$ cat src/rtl/itmr_pkg.sv
package itmr_pkg;

  typedef enum logic [1:0] {
    SRC_SYS    = 2'd0,
    SRC_DIV4   = 2'd1,
    SRC_EXTRAW = 2'd2,
    SRC_EXTSYN = 2'd3
  } itmr_src_e;

  localparam logic [1:0] ADDR_MODE = 2'd0;
  localparam logic [1:0] ADDR_CMP  = 2'd1;
  localparam logic [1:0] ADDR_CNT  = 2'd2;
  localparam logic [1:0] ADDR_FLAG = 2'd3;

  localparam int MODE_BITS = 4;

  // counter value after a tick while running
  function automatic logic [7:0] itmr_advance(input logic [7:0] cur, input logic [7:0] cmp);
    if (cur == cmp) return 8'd0;
    return cur + 8'd1;
  endfunction

  function automatic logic itmr_match(input logic [7:0] cur, input logic [7:0] cmp);
    return cur == cmp;
  endfunction

endpackage

$ cat src/rtl/itmr_prescale.sv
module itmr_prescale #(
  parameter int DIV = 4
) (
  input  logic clk,
  input  logic rst_n,
  output logic tick
);
  localparam int PW = (DIV > 1) ? $clog2(DIV) : 1;
  localparam logic [PW-1:0] LAST = PW'(DIV - 1);

  logic [PW-1:0] phase_q;

  always_ff @(posedge clk) begin
    if (!rst_n) phase_q <= '0;
    else if (phase_q == LAST) phase_q <= '0;
    else phase_q <= phase_q + 1'b1;
  end

  assign tick = (phase_q == LAST);
endmodule

$ cat src/rtl/itmr_clksel.sv
module itmr_clksel #(
  parameter int SYNC_STAGES = 2,
  parameter int PRE_DIV     = 4
) (
  input  logic       clk,
  input  logic       rst_n,
  input  logic       ext_clk,
  input  logic [1:0] src,
  output logic       tick
);
  import itmr_pkg::*;

  logic div_tick;
  logic raw_q;
  logic raw_tick;
  logic [SYNC_STAGES:0] sync_q;
  logic syn_tick;

  itmr_prescale #(.DIV(PRE_DIV)) u_pre (
    .clk  (clk),
    .rst_n(rst_n),
    .tick (div_tick)
  );

  // direct edge detect
  always_ff @(posedge clk) begin
    if (!rst_n) raw_q <= 1'b0;
    else raw_q <= ext_clk;
  end
  assign raw_tick = ext_clk & ~raw_q;

  // resynchronising chain plus one edge-detect stage
  genvar g;
  generate
    for (g = 0; g <= SYNC_STAGES; g++) begin : g_sync
      if (g == 0) begin : g_first
        always_ff @(posedge clk) begin
          if (!rst_n) sync_q[0] <= 1'b0;
          else sync_q[0] <= ext_clk;
        end
      end else begin : g_next
        always_ff @(posedge clk) begin
          if (!rst_n) sync_q[g] <= 1'b0;
          else sync_q[g] <= sync_q[g-1];
        end
      end
    end
  endgenerate
  assign syn_tick = sync_q[SYNC_STAGES-1] & ~sync_q[SYNC_STAGES];

  always_comb begin
    unique case (itmr_src_e'(src))
      SRC_SYS:    tick = 1'b1;
      SRC_DIV4:   tick = div_tick;
      SRC_EXTRAW: tick = raw_tick;
      SRC_EXTSYN: tick = syn_tick;
      default:    tick = 1'b0;
    endcase
  end
endmodule

$ cat src/rtl/itmr_regs.sv
module itmr_regs #(
  parameter int DW = 8
) (
  input  logic          clk,
  input  logic          rst_n,
  input  logic          bus_wr,
  input  logic [1:0]    bus_addr,
  input  logic [DW-1:0] bus_wdata,
  input  logic [DW-1:0] cnt,
  input  logic          hit,
  output logic          en,
  output logic          halt_mode,
  output logic [1:0]    src,
  output logic [DW-1:0] cmp,
  output logic          flag,
  output logic          start,
  output logic          clr_req,
  output logic          cmp_wr,
  output logic [DW-1:0] rdata
);
  import itmr_pkg::*;

  logic [MODE_BITS-1:0] mode_q;
  logic [DW-1:0]        cmp_q;
  logic                 flag_q;
  logic                 mode_wr;

  assign mode_wr = bus_wr && (bus_addr == ADDR_MODE);
  assign cmp_wr  = bus_wr && (bus_addr == ADDR_CMP);
  assign clr_req = bus_wr && (bus_addr == ADDR_FLAG) && !bus_wdata[0];
  assign start   = mode_wr && bus_wdata[0] && !mode_q[0];

  always_ff @(posedge clk) begin
    if (!rst_n) begin
      mode_q <= '0;
      cmp_q  <= '0;
    end else begin
      if (mode_wr) mode_q <= bus_wdata[MODE_BITS-1:0];
      if (cmp_wr)  cmp_q  <= bus_wdata;
    end
  end

  // match has priority over a clearing write
  always_ff @(posedge clk) begin
    if (!rst_n) flag_q <= 1'b0;
    else if (hit) flag_q <= 1'b1;
    else if (clr_req) flag_q <= 1'b0;
  end

  assign en        = mode_q[0];
  assign src       = mode_q[2:1];
  assign halt_mode = mode_q[3];
  assign cmp       = cmp_q;
  assign flag      = flag_q;

  always_comb begin
    unique case (bus_addr)
      ADDR_MODE: rdata = DW'(mode_q);
      ADDR_CMP:  rdata = cmp_q;
      ADDR_CNT:  rdata = cnt;
      ADDR_FLAG: rdata = DW'(flag_q);
      default:   rdata = '0;
    endcase
  end
endmodule

$ cat src/rtl/itmr_counter.sv
module itmr_counter #(
  parameter int DW = 8
) (
  input  logic          clk,
  input  logic          rst_n,
  input  logic          tick,
  input  logic          run,
  input  logic          start,
  input  logic          cmp_wr,
  input  logic [DW-1:0] cmp,
  output logic [DW-1:0] cnt,
  output logic          hit,
  output logic          pend
);
  import itmr_pkg::*;

  logic [DW-1:0] cnt_q;
  logic          pend_q;

  assign hit = run && tick && (cnt_q == cmp);

  always_ff @(posedge clk) begin
    if (!rst_n) begin
      cnt_q  <= '0;
      pend_q <= 1'b0;
    end else if (start) begin
      cnt_q  <= '0;
      pend_q <= 1'b0;
    end else if (run) begin
      if (tick) cnt_q <= (cnt_q == cmp) ? '0 : cnt_q + 1'b1;
      pend_q <= 1'b0;
    end else begin
      if (tick && pend_q) begin
        cnt_q  <= '0;
        pend_q <= cmp_wr;
      end else if (cmp_wr) begin
        pend_q <= 1'b1;
      end
    end
  end

  assign cnt  = cnt_q;
  assign pend = pend_q;
endmodule

$ cat src/rtl/itmr_top.sv
module itmr_top #(
  parameter int DW          = 8,
  parameter int SYNC_STAGES = 2,
  parameter int PRE_DIV     = 4
) (
  input  logic          clk,
  input  logic          rst_n,
  input  logic          ext_clk,
  input  logic          bus_wr,
  input  logic [1:0]    bus_addr,
  input  logic [DW-1:0] bus_wdata,
  output logic [DW-1:0] bus_rdata,
  output logic          irq
);
  logic          en;
  logic          halt_mode;
  logic [1:0]    src;
  logic [DW-1:0] cmp;
  logic [DW-1:0] cnt;
  logic          flag;
  logic          start;
  logic          clr_req;
  logic          cmp_wr;
  logic          tick;
  logic          hit;
  logic          pend;
  logic          run;

  assign run = en && !halt_mode;

  itmr_regs #(.DW(DW)) u_regs (
    .clk      (clk),
    .rst_n    (rst_n),
    .bus_wr   (bus_wr),
    .bus_addr (bus_addr),
    .bus_wdata(bus_wdata),
    .cnt      (cnt),
    .hit      (hit),
    .en       (en),
    .halt_mode(halt_mode),
    .src      (src),
    .cmp      (cmp),
    .flag     (flag),
    .start    (start),
    .clr_req  (clr_req),
    .cmp_wr   (cmp_wr),
    .rdata    (bus_rdata)
  );

  itmr_clksel #(.SYNC_STAGES(SYNC_STAGES), .PRE_DIV(PRE_DIV)) u_sel (
    .clk    (clk),
    .rst_n  (rst_n),
    .ext_clk(ext_clk),
    .src    (src),
    .tick   (tick)
  );

  itmr_counter #(.DW(DW)) u_cnt (
    .clk   (clk),
    .rst_n (rst_n),
    .tick  (tick),
    .run   (run),
    .start (start),
    .cmp_wr(cmp_wr),
    .cmp   (cmp),
    .cnt   (cnt),
    .hit   (hit),
    .pend  (pend)
  );

  assign irq = flag;
endmodule

$ cat config.mk
export PLATFORM = sky130hd
export DESIGN_NAME = itmr_top
export DESIGN_NICKNAME = d
export VERILOG_FILES = /design/src/rtl/itmr_pkg.sv /design/src/rtl/itmr_prescale.sv /design/src/rtl/itmr_clksel.sv /design/src/rtl/itmr_regs.sv /design/src/rtl/itmr_counter.sv /design/src/rtl/itmr_top.sv
export SDC_FILE = /design/constraint.sdc
export NUM_CORES = 1
export LEC_CHECK = 0
export BUFFER_PORTS_ARGS = -buffer_cell sky130_fd_sc_hd__clkbuf_2
export CORE_MARGIN = 10
export CORE_UTILIZATION = 45
export DETAILED_ROUTE_END_ITERATION = 16
export GPL_TIMING_DRIVEN = 0
export PLACE_DENSITY = 0.68
export SYNTH_ARGS = -nofsm -noshare
export SYNTH_HDL_FRONTEND = slang
export SYNTH_SLANG_ARGS = --single-unit
$ cat constraint.sdc
create_clock -name clk -period 1.6 [get_ports clk]
set_clock_uncertainty 0.05 [all_clocks]
set_input_delay 0.08 -clock clk [delete_from_list [all_inputs] [get_ports clk]]
set_output_delay 0.08 -clock clk [all_outputs]
set_load 0.05 [all_outputs]
* Yosys cells after proc, flatten, opt, wreduce, memory -nomap -nowiden
Index checks and enable logic that the tools add are counted.
** Storage, ports and cells
- Bits in registers :: 27
- Input bits :: 14
- Output and inout port bits :: 9
** Operators by class
- Add/sub/neg operators :: 2
- Eq/ne operators :: 9
- Multiplexer cells :: 10
- Bitwise gates (word level) :: 5
- Reductions and logical operators :: 22
** Operators with widths (number)
- 8-bit 2-to-1 mux :: 4
- 8-bit case mux with 4 select lines :: 1
- 2-bit equality test (second input constant) :: 5
- 1-bit logical AND :: 10
- 8-bit by 1-bit adder with 8-bit output (second input constant) :: 1
- 8-bit equality test :: 1
- 2-bit nonzero test :: 3
- 2-bit by 1-bit equality test with 1-bit output (second input constant) :: 2
- 2-bit logical NOT :: 2
- 1-bit 2-to-1 mux :: 4
- 1-bit case mux with 4 select lines :: 1
- 2-bit OR reduction :: 2
- 1-bit logical NOT :: 3
- 1-bit NOT :: 3
- 3-bit OR reduction :: 1
- 2-bit by 1-bit adder with 2-bit output (second input constant) :: 1
- 1-bit bitwise AND :: 2
- 2-bit by 1-bit inequality test with 1-bit output (second input constant) :: 1
- 2-bit AND reduction :: 1

* Depth between registers and ports, before layout
- Depth in word-level cells :: 6
- Mapped depth :: 7
- Mapped depth without buffers :: 6

* By module
A second synthesis with hierarchy kept.
** Second synthesis, totals
- Cell total of the unflattened synthesis :: 158
- Area, all modules :: 1468.9 um^2
** By module, submodules not included
- itmr_regs :: instances 1, cells each 72, area each 698.2 um^2, seq. area each 260.2 um^2
- itmr_counter :: instances 1, cells each 70, area each 569.3 um^2, seq. area each 180.2 um^2
- itmr_clksel :: instances 1, cells each 10, area each 113.9 um^2, seq. area each 60.1 um^2
- itmr_prescale :: instances 1, cells each 5, area each 73.8 um^2, seq. area each 40.0 um^2
- itmr_top :: instances 1, cells each 1, area each 13.8 um^2, seq. area each 0.0 um^2

* Worst setup path before layout
No wires, ideal clock.
- Kind :: register to output
- Start point :: reg u_cnt.cnt_q[3] (netlist: u_cnt.cnt[3])
- End point :: out bus_rdata[3]
- Data arrival time :: 1.594 ns
- Data required time :: 1.470 ns
- Path slack :: -0.124 ns
- Stages on the path, launching flop included :: 4
- Cell sequence :: dfxtp_1 -> buf_2 -> mux2i_1 -> o21ai_0
** On the way
- Cells in the longest elaborated chain, start to end :: 1
** Ends and longest elaborated chain
- from (decl) :: RTL line itmr_counter.sv:17 : logic [DW-1:0] cnt_q;
- from (signal assigned) :: RTL line itmr_counter.sv:30 : if (tick) cnt_q <= (cnt_q == cmp) ? '0 : cnt_q + 1'b1;
- 8-bit case mux with 4 select lines :: RTL line itmr_regs.sv:57 : unique case (bus_addr)
- to (decl) :: RTL line itmr_top.sv:12 : output logic [DW-1:0] bus_rdata,
No other way between the ends.

* Worst setup path in the final report
- Start point :: reg u_cnt.cnt_q[7] (netlist: u_cnt.cnt[7])
- End point :: reg u_cnt.cnt_q[1] (netlist: u_cnt.cnt[1])
** On the way
- Cells in the longest elaborated chain, start to end :: 4
** Ends and longest elaborated chain
- 8-bit equality test :: RTL line itmr_counter.sv:30
- 8-bit 2-to-1 mux (2 in series) :: RTL line itmr_counter.sv:30
- 8-bit 2-to-1 mux :: RTL line itmr_counter.sv:29 : end else if (run) begin
No other way between the ends. The select of a mux whose other input is x is not followed.
A chain may end at the register's enable or synchronous reset.

==> impl_results.md <==
* Max-slew headroom at 0.680
* Peak supply drop at 0.431 mV
* Violated checks: setup timing
* GRT Residual Overflow at 0
* Timing-limited maximum frequency at 624 MHz
* Most instantiated cells after synthesis: 27 x dfxtp_1, 23 x nand2_1, 19 x nand3_1, 9 x a21boi_1, 9 x nor2b_1
* Number of buffers created by CTS at 3
* Die boundary height at 76.2 um
* Maximum level of the CTS H-tree at 1
* Via count at 1315
* Worst Setup Start Kind: register
* Area of the die at 0.00581 sq mm
* Critical path required time at 1.76 ns
* Crit path DAT at 1.76 ns
* Via-per-instance ratio at 5.37
* Final routed wire length divided by cell count at 14.8 um
* Synthesis Warnings at 0
* Number of flops mapped to enable cells by yosys at 0
* Distinct cells, synth at 35
* Number of max-capacitance violations reported at 0
* Clock Tree Root: clkbuf_4
* Worst Path Max Fanout at 5
* Clk Latency, worst-skew pair at 0.32 ns
* Switching share of total power at 0.271
* DRT Pass-1 Iters at 4
* Gpl congestion at 0.813
* Fill count at 245
* Finish-stage setup viols at 1
* Die boundary width at 76.2 um
* Final antenna-violating net count at 0
* Final hold violation count at 0
* Placeable core area at 0.00303 sq mm
* Per-instance average area after synthesis at 8.72 sq um
* Top-level I/O count at 23
* Tightest Pin Transition at 0.478 ns
* Status: finished with violations
* Crit path max-delay cell type: dfxtp_4
* Min-Delay Path Class: in -> reg
* Area added between synthesis and finish at 31.7%
* Sum of buffers and inverters on the critical path at 1
* Syn Nets at 179
* Primary flip-flop cell chosen by synthesis mapping: dfxtp_1
* Fraction of the cycle the final worst path needs at 1.00
* GR met1 Demand/Resource at 0.138
* Crit. End Element: register
* Post-synthesis instance total at 163
* CP top delay family: simple AND/OR/NAND/NOR gates
* Async set or reset register ratio after synthesis at 0
* Total power divided by cell area at 643 mW/mm^2
* Global-route wire length before repair at 6130 um
* Maximum clock insertion buffer count at 2
* Maximum number of pins on one net before global-route repair at 16
* LEAKAGE at 0.729 nW
* DP HPWL at 2500 um
* Violation count after the first detailed-routing iteration at 100
* Met2 capacity usage during global routing at 0.213
* Worst stage delay on the critical path at 0.39 ns
* Unrepaired setup endpoints after global routing: true
* Antenna violations before repair at 1
* WL final at 3630 um
* Leading cell types by total area after synthesis: dfxtp_1 38%, nand3_1 6.7%, nand2_1 6.1%, mux2i_1 4.9%, xor2_1 4.9%
* CTS tree: yes
* Met3 track demand over resource at 0.0248
* Fraction of power consumed by the clock network at 0.244
* Share of post-route cells with drive strength above 1 at 0.315
* Netlist Area Pre-Place at 0.00142 sq mm
* Min Clock Period, post-route at 1.60 ns
* # rows at 20
* Critical Path, Cell by Cell: xor2_2 -> nor4_4 -> a21boi_4 -> buf_6 -> a32oi_1 -> nor2_1
* Sequential-to-total area share from yosys stat at 0.380
* # port buffers at 19
* Final Worst Setup Slack at -0.00345 ns
* Number of global-route vias before repair at 1351
* Yosys reg bits at 27
* Sequential cell fraction of total power at 0.587
* Count of clock tree sinks at 27
* Final max-slew violation count at 0
* Most Crowded Layer GR: met2
* Post-place setup slack at -0.0744 ns
* Area fraction of the dominant cell type after synthesis at 0.380
* Worst setup path class: reg -> reg
* Design internal power at 878 uW
* Final layout net count at 217
* Starting utilization of the core area at 0.469
* Switching power total at 326 uW
* Most used standard cell by instance count after synthesis: dfxtp_1
* Top cell type by total area after synthesis: dfxtp_1
* Overall track demand over capacity in global routing at 0.121
* Overall power consumption at 1.20 mW
* Final routed DRC violation total at 0
* Clock edge transition at the registers on the reported setup and hold paths at 0.15 ns
* Combinational fraction of design power at 0.169
[metal layers]
metal  vias to the layer above  share of wire  wire length (um)
met3                         6          0.030               109
met5                         -              0                 0
met2                        31           0.54              1940
met4                         0          0.017                61
met1                       630           0.42              1510
li1                        648              -                 -
[worst register-to-register path, cell delays in order, from the launching register on]
cell,delay (ns)
dfxtp_4,0.39
xor2_2,0.19
nor4_4,0.35
a21boi_4,0.12
buf_6,0.15
a32oi_1,0.17
nor2_1,0.06
[power groups by stage]
stage	clock, mW	combinational (mW)	sequential (mW)
floorplan	0	0.109	0.723
global placement	0	0.149	0.723
detailed placement	0	0.152	0.725
CTS	0.307	0.178	0.710
global route	0.335	0.225	0.712
finish	0.294	0.203	0.707
[metrics by stage]
step	std cells	hold WS [ns]	area, sq um	util	TNS [ns]
floorplan	163	0.152	1420	-	0
finish	245	0.0934	1870	0.618	-0.00345
global route	245	0.100	1870	0.618	-0.154
CTS	241	0.0841	1720	0.567	0
global placement	226	0.252	1570	0.519	-0.198
detailed placement	226	0.258	1570	0.519	-0.446
[kinds of logic after synthesis]
kind of cell | count (synthesis) | share of synthesized area
simple gates | 76 | 0.290
compound gates | 30 | 0.151
flops | 27 | 0.380
buf+inv | 12 | 0.0467
xor+xnor | 8 | 0.0493
mux | 8 | 0.0651
fa+ha+maj | 2 | 0.0176
[timing repair]
item,4_1_cts,5_1_grt
hold endpoints to repair,11,0
pin swaps,3,6
gates cloned,1,0
hold buffers,9,0
setup buffers,3,4
resized for setup,5,35
setup endpoints to repair,10,18
[final cells by class]
type / instances / area [sq um] / area share
multi-input combinational: 124 / 918 / 0.491
sequential: 27 / 566 / 0.302
timing repair buffer: 36 / 249 / 0.133
tap: 44 / 55.1 / 0.0294
buffer: 9 / 53.8 / 0.0287
clock buffer: 3 / 22.5 / 0.0120
clock inverter: 1 / 5.00 / 0.00267
antenna: 1 / 2.50 / 0.00134
[layout by cell type (no fill, tap or decap), types with 2 or more instances in the layout]
cell type / instances
nand2_1: 23
clkbuf_2: 19
nand3_1: 18
dfxtp_1: 17
a21boi_1: 9
dlygate4sd3_1: 9
nor2b_1: 8
mux2i_1: 7
buf_4: 7
nor2_1: 5
a31oi_1: 5
dfxtp_4: 5
dfxtp_2: 5
buf_2: 4
a22o_1: 4
xor2_2: 4
xor2_1: 4
o21ai_1: 3
nand3b_1: 3
nand2b_1: 3
buf_6: 3
clkbuf_1: 3
and2_1: 3
clkbuf_4: 3
nor4_4: 2
nand4b_1: 2
a21oi_1: 2
[state kept, by name, summed over array words and instances (netlist names)]
signal / count
u_regs.cmp: 8
u_sel.u_pre.phase_q: 2
u_cnt.cnt: 8
u_regs.flag: 1
u_sel.sync_q: 2
u_cnt.pend: 1
u_sel.raw_q: 1
u_regs.mode_q: 4
[final timing paths]
| path | end | depth (start not counted) | startpoint | slack (ns) |
|---|---|---|---|---|
| worst max register to register | u_cnt.cnt[1]$_SDFFE_PP0P_ | 6 | u_cnt.cnt[7]$_SDFFE_PP0P_ | -0.003 |
| worst min register to register | u_sel.u_pre.phase_q[0]$_SDFF_PP0_ | 1 | u_sel.u_pre.phase_q[0]$_SDFF_PP0_ | 0.40 |
| worst max-delay path | u_cnt.cnt[1]$_SDFFE_PP0P_ | 6 | u_cnt.cnt[7]$_SDFFE_PP0P_ | -0.003 |
| worst min-delay path | u_regs.cmp[4]$_SDFFE_PN0P_ | 2 | rst_n | 0.09 |
Power figures use the tool's default switching activity.
